File: src/rtl/wiper_pkg.sv
package wiper_pkg;
  typedef struct packed {
    logic scl_now;
    logic scl_prev;
    logic sda_now;
    logic sda_prev;
  } bus_view_t;
endpackage

File: src/rtl/wiper_bus_sampler.sv
module wiper_bus_sampler
  import wiper_pkg::*;
#(
  parameter int SYNC_STAGES = 2
) (
  input  logic      clk,
  input  logic      rst_n,
  input  logic      scl_in,
  input  logic      sda_in,
  output bus_view_t view
);
  localparam int LAST = SYNC_STAGES - 1;

  logic [LAST:0] scl_chain;
  logic [LAST:0] sda_chain;
  logic          scl_hold;
  logic          sda_hold;

  generate
    if (SYNC_STAGES == 1) begin : g_single
      always_ff @(posedge clk or negedge rst_n) begin
        if (!rst_n) begin
          scl_chain <= '1;
          sda_chain <= '1;
        end else begin
          scl_chain[0] <= scl_in;
          sda_chain[0] <= sda_in;
        end
      end
    end else begin : g_multi
      always_ff @(posedge clk or negedge rst_n) begin
        if (!rst_n) begin
          scl_chain <= '1;
          sda_chain <= '1;
        end else begin
          scl_chain <= {scl_chain[LAST-1:0], scl_in};
          sda_chain <= {sda_chain[LAST-1:0], sda_in};
        end
      end
    end
  endgenerate

  always_ff @(posedge clk or negedge rst_n) begin
    if (!rst_n) begin
      scl_hold <= 1'b1;
      sda_hold <= 1'b1;
    end else begin
      scl_hold <= scl_chain[LAST];
      sda_hold <= sda_chain[LAST];
    end
  end

  assign view.scl_now  = scl_chain[LAST];
  assign view.scl_prev = scl_hold;
  assign view.sda_now  = sda_chain[LAST];
  assign view.sda_prev = sda_hold;
endmodule

File: src/rtl/wiper_step_tracker.sv
module wiper_step_tracker
  import wiper_pkg::*;
(
  input  logic      clk,
  input  logic      rst_n,
  input  logic      step_start,
  input  bus_view_t view,
  output logic      mode_on,
  output logic      step_up,
  output logic      step_dn
);
  logic active_q;
  logic armed_q;
  logic dir_q;
  logic clk_rise;
  logic clk_fall;
  logic line_event;

  assign clk_rise   = view.scl_now & ~view.scl_prev;
  assign clk_fall   = ~view.scl_now & view.scl_prev;
  assign line_event = view.scl_now & view.scl_prev & (view.sda_now ^ view.sda_prev);

  always_ff @(posedge clk or negedge rst_n) begin
    if (!rst_n) begin
      active_q <= 1'b0;
      armed_q  <= 1'b0;
      dir_q    <= 1'b0;
    end else if (step_start) begin
      active_q <= 1'b1;
      armed_q  <= 1'b0;
    end else if (active_q) begin
      if (line_event) begin
        active_q <= 1'b0;
        armed_q  <= 1'b0;
      end else if (clk_rise) begin
        armed_q <= 1'b1;
        dir_q   <= view.sda_now;
      end else if (clk_fall) begin
        armed_q <= 1'b0;
      end
    end
  end

  logic commit;
  assign commit  = active_q & armed_q & clk_fall & ~step_start;
  assign step_up = commit & dir_q;
  assign step_dn = commit & ~dir_q;
  assign mode_on = active_q;
endmodule

File: src/rtl/wiper_code_reg.sv
module wiper_code_reg #(
  parameter int WIDTH = 8
) (
  input  logic             clk,
  input  logic             rst_n,
  input  logic             load,
  input  logic [WIDTH-1:0] load_val,
  input  logic             step_up,
  input  logic             step_dn,
  output logic [WIDTH-1:0] code
);
  localparam logic [WIDTH-1:0] TOP = {WIDTH{1'b1}};
  localparam logic [WIDTH-1:0] BOT = '0;

  logic [WIDTH-1:0] code_q;

  always_ff @(posedge clk or negedge rst_n) begin
    if (!rst_n) begin
      code_q <= BOT;
    end else if (load) begin
      code_q <= load_val;
    end else if (step_up && code_q != TOP) begin
      code_q <= code_q + 1'b1;
    end else if (step_dn && code_q != BOT) begin
      code_q <= code_q - 1'b1;
    end
  end

  assign code = code_q;
endmodule

File: src/rtl/wiper_tap_decoder.sv
module wiper_tap_decoder #(
  parameter int WIDTH = 8,
  localparam int TAPS = 1 << WIDTH
) (
  input  logic             clk,
  input  logic             rst_n,
  input  logic [WIDTH-1:0] code,
  output logic [TAPS-1:0]  taps
);
  generate
    for (genvar i = 0; i < TAPS; i++) begin : g_tap
      localparam logic RST_BIT = (i == 0);
      always_ff @(posedge clk or negedge rst_n) begin
        if (!rst_n) taps[i] <= RST_BIT;
        else        taps[i] <= (code == WIDTH'(i));
      end
    end
  endgenerate
endmodule

File: src/rtl/wiper_step_top.sv
module wiper_step_top
  import wiper_pkg::*;
#(
  parameter int WIDTH       = 8,
  parameter int SYNC_STAGES = 2,
  localparam int TAPS       = 1 << WIDTH
) (
  input  logic             clk,
  input  logic             rst_n,
  input  logic             ld_valid,
  output logic             ld_ready,
  input  logic [WIDTH-1:0] ld_data,
  input  logic             step_start,
  input  logic             scl_in,
  input  logic             sda_in,
  output logic [WIDTH-1:0] wiper_code,
  output logic [TAPS-1:0]  tap_en
);
  bus_view_t view;
  logic      step_mode;
  logic      up_pulse;
  logic      dn_pulse;
  logic      take_load;

  wiper_bus_sampler #(.SYNC_STAGES(SYNC_STAGES)) u_sampler (
    .clk(clk), .rst_n(rst_n), .scl_in(scl_in), .sda_in(sda_in), .view(view)
  );

  wiper_step_tracker u_tracker (
    .clk(clk), .rst_n(rst_n), .step_start(step_start), .view(view),
    .mode_on(step_mode), .step_up(up_pulse), .step_dn(dn_pulse)
  );

  assign ld_ready  = ~step_mode;
  assign take_load = ld_valid & ld_ready;

  wiper_code_reg #(.WIDTH(WIDTH)) u_code (
    .clk(clk), .rst_n(rst_n), .load(take_load), .load_val(ld_data),
    .step_up(up_pulse), .step_dn(dn_pulse), .code(wiper_code)
  );

  wiper_tap_decoder #(.WIDTH(WIDTH)) u_dec (
    .clk(clk), .rst_n(rst_n), .code(wiper_code), .taps(tap_en)
  );
endmodule

File: config.mk
export PLATFORM = sky130hd
export DESIGN_NAME = wiper_step_top
export DESIGN_NICKNAME = d
export VERILOG_FILES = /design/src/rtl/wiper_pkg.sv /design/src/rtl/wiper_bus_sampler.sv /design/src/rtl/wiper_step_tracker.sv /design/src/rtl/wiper_code_reg.sv /design/src/rtl/wiper_tap_decoder.sv /design/src/rtl/wiper_step_top.sv
export SDC_FILE = /design/constraint.sdc
export NUM_CORES = 1
export LEC_CHECK = 0
export BUFFER_PORTS_ARGS = -buffer_cell sky130_fd_sc_hd__buf_4
export CAP_MARGIN = 20
export CORE_UTILIZATION = 51
export CTS_CLUSTER_SIZE = 14
export DETAILED_ROUTE_END_ITERATION = 8
export PLACE_DENSITY = 0.86
export SLEW_MARGIN = 20
export SYNTH_ARGS = -nofsm -noshare
export SYNTH_HDL_FRONTEND = slang
export SYNTH_HIERARCHICAL = 1
export SYNTH_SLANG_ARGS = --single-unit
File: constraint.sdc
create_clock -name clk -period 3.9 [get_ports clk]
set_input_delay 0.39 -clock clk [delete_from_list [all_inputs] [get_ports clk]]
set_output_delay 0.39 -clock clk [all_outputs]
set_load 0.03 [all_outputs]
==> results.cfg <==
[global_route]
grt_pass1_wl_um = 35790
grt_use_total_pct = 26.40
antenna_found_initial = 0
grt_max_degree = 99
grt_pass1_vias = 6194
grt_overflow = 0

[timing]
report.final.slew_viol_count = 0
finalHoldViolations = 0
fin_tns_setup_ns = 0
min_period_over_period_pct = 78.89
relSlewSlack_pct = 26.57
layout_min_cycle_time_ns = 3.077
rsz0062_at_grt = no
fmax_ghz = 0.3250
finClkSkew_ns = 0.01413
tightest_slew_ns = 1.096
setup_viol = 0

[power]
power_density_nw_per_um2 = 575.5
max-vdd-ir-drop_mv = 0.4065
leakage_nw = 6.193

[place]
place_inst = 1150
numPortBuffers = 278
post-dp-hpwl_um = 15820
gp_congestion = 0.8203

[critical_path]
arrival_ns = 3.45
cp.buffers_inverters = 1
reg2reg_slack_ns = 0.82
start_kind = flip-flop
path_common_cell = nand4_1
path_max_fanout = 21
cp-end-kind = flip-flop
cp_top_family = compound AO/OA/AOI/OAI gates
slowest_stage = dfrtp_1
crit_required_ns = 4.28
cp_cell_sequence = nand4_1 -> o21a_1 -> inv_1 -> ha_1 -> a21o_1 -> nand4_1 -> nand3_1 -> a311oi_1 -> mux2i_1 -> nand4_1
path_class = reg -> reg
cp_slowest_stage_delay_ns = 0.75

[detailed_routing]
drt_iter0_drc = 394
via_per_inst = 5.204
wirelength_um = 24480
drtPass1Iterations = 5
vias = 6255
wl_per_cell_um = 20.37
drc = 0
postRouteAntennaNets = 0

[run]
maxCapViolCount = 0

[die]
die_w_um = 135.6
ios = 279
initial_core_util_pct = 52.47
die_h_um = 135.6
rows = 48
die_area_sq_um = 18400
core_area_sq_um = 17360

[clocking]
clkSlewWorstSetupHoldPaths_ns = 0.06
cts_tree = yes
postCtsSetupRepairBufs = 0
cts-htree-levels = 1
insertion_delay_ns = 0.51
cts_buffer_depth = 3
cts_num_sinks = 273
cts-root-buf = clkbuf_16
cts-buffers-inserted = 27

[synthesis]
syn_nets = 735
synth_area_per_cell_sq_um = 12.77
yosysUniqueCellTypes = 43
synth-main-ff-cell = dfrtp_1
synth_commonest_cells = 266 x dfrtp_1, 260 x nor2_1, 29 x clkbuf_1
ys_warn_count = 6
netlist_instances = 713
netlist_area_sq_um = 9107
seq_area_frac_synth_pct = 75.11
synth-async-reset-ratio_pct = 100.0
yosys.area.top_type = dfrtp_1
ys_ff_latch = 273
synthDominantCellAreaShare_pct = 73.09
synth_edf_count = 0
yosysMostFrequentCell = dfrtp_1
netlist_top_cells_area = dfrtp_1 73%, nor2_1 11%, dfstp_2 2.0%, nand4bb_1 1.5%, buf_2 1.4%

[status]
status = finished clean

[cells_and_area]
layout.nets = 979
layout.cells.non_filler = 1202
fillCellCount = 1170
syn2layout_area_growth_pct = 32.12
drive_above_1_share_pct = 35.31
diodes = 0

[worst_hold_path]
hold_path.class = in -> reg
==> area by class of cell <==
cell class              instances  area, sq um  share of cell area (%)
clock buffers                  37        763.2                   6.343
clock inverters                12        98.84                  0.8215
well taps                     225        281.5                   2.340
inverters                       5        18.77                  0.1560
repair buffers                284         2160                   17.95
multi-input cells             366         1871                   15.55
flip-flops and latches        273         6840                   56.85
==> stage by stage <==
step / setup slack, ns / cell area [sq um] / utilization (%) / total power (W) / hold WS (ns)
2_1_floorplan: 1.102 / 9107 / - / 0.004070 / 0.09441
3_3_place_gp: 0.9346 / 11140 / 64.17 / 0.004453 / 0.3457
3_5_place_dp: 0.8520 / 11140 / 64.17 / 0.004491 / 0.3470
4_1_cts: 0.8694 / 12030 / 69.31 / 0.006956 / 0.07420
5_1_grt: 0.6931 / 12030 / 69.33 / 0.007182 / 0.1006
6_report: 0.8234 / 12030 / 69.33 / 0.006925 / 0.08930
==> report_power, final <==
group	internal (W)	leakage, nW	switching [W]	total, W
Clock	0.00144	0.429	0.00103	0.00246
Sequential	0.00294	3.77	0.000218	0.00316
Combinational	0.000396	2.00	0.000907	0.00130
==> what timing repair did <==
action | in CTS | in global routing
hold buffers | 3 | 0
endpoints found under the hold margin | 96 | 0
resized for setup | 0 | 0
==> worst register-to-register path, stage by stage, from the launching register on <==
cell and delay (ns):
dfrtp_1 0.75, nand4_1 0.17, o21a_1 0.26, inv_1 0.28
ha_1 0.31, a21o_1 0.20, nand4_1 0.09, nand3_1 0.15
a311oi_1 0.39, mux2i_1 0.24, nand4_1 0.11
==> placed cells by master (no fill, tap or decap), types with 6 or more instances in the layout <==
master     netlist  layout
nand2_1          8       8
buf_4            4     279
nor2_1         260     260
nand4b_1         9       9
or4b_1           7       7
nand4bb_1       12      12
clkinv_2         0       7
dfrtp_1        266     266
dfstp_2          7       7
a21oi_1          8       8
nand4_1          6       6
clkbuf_16        0      27
ha_1             7       7
xnor2_1          6       6
==> flip-flops by register name, summed over array words and instances, names as in the netlist <==
| name | cells |
|---|---|
| u_tracker/dir_q | 1 |
| u_code/code | 8 |
| u_sampler/scl_hold | 1 |
| u_sampler/scl_chain | 2 |
| u_sampler/sda_hold | 1 |
| u_tracker/mode_on | 1 |
| u_tracker/armed_q | 1 |
| u_sampler/sda_chain | 2 |
| u_dec/taps | 256 |
==> path summary, 6_finish.rpt <==
| kind | from | to | depth (start not counted) |
|---|---|---|---|
| min in group asynchronous | rst_n | u_dec/taps[156] | 2 |
| hold reg to reg | u_sampler/sda_chain[0] | u_sampler/sda_chain[1] | 0 |
| setup reg to reg | u_code/code[3] | u_code/code[7] | 10 |
| hold / removal | ld_data[0] | u_code/code[0] | 3 |
| max in group asynchronous | rst_n | u_dec/taps[92] | 3 |
| setup / recovery | u_code/code[3] | u_code/code[7] | 10 |
==> metal layers <==
layer | track usage, % | up-vias | share of wire, %
met5 | 0 | - | 0
met1 | 32.66 | 3178 | 38
met4 | 11.67 | 0 | 4.0
met3 | 5.163 | 63 | 7.0
met2 | 45.04 | 285 | 51
li1 | - | 2729 | -
==> cell families (layout without fill, tap and decap cells) <==
group                      Yosys count  after routing  share of synthesized area (%)
and+or+nand+nor                    321            321                          16.17
muxes                                7              7                         0.8792
AOI/OAI and AO/OA                   23             23                          1.607
xor gates and xnor gates             7              7                         0.6732
adders and majority gates            8              8                          1.181
DFF                                273            273                          75.11
buffers and inverters               74            338                          4.382
Power figures use the tool's default switching activity.
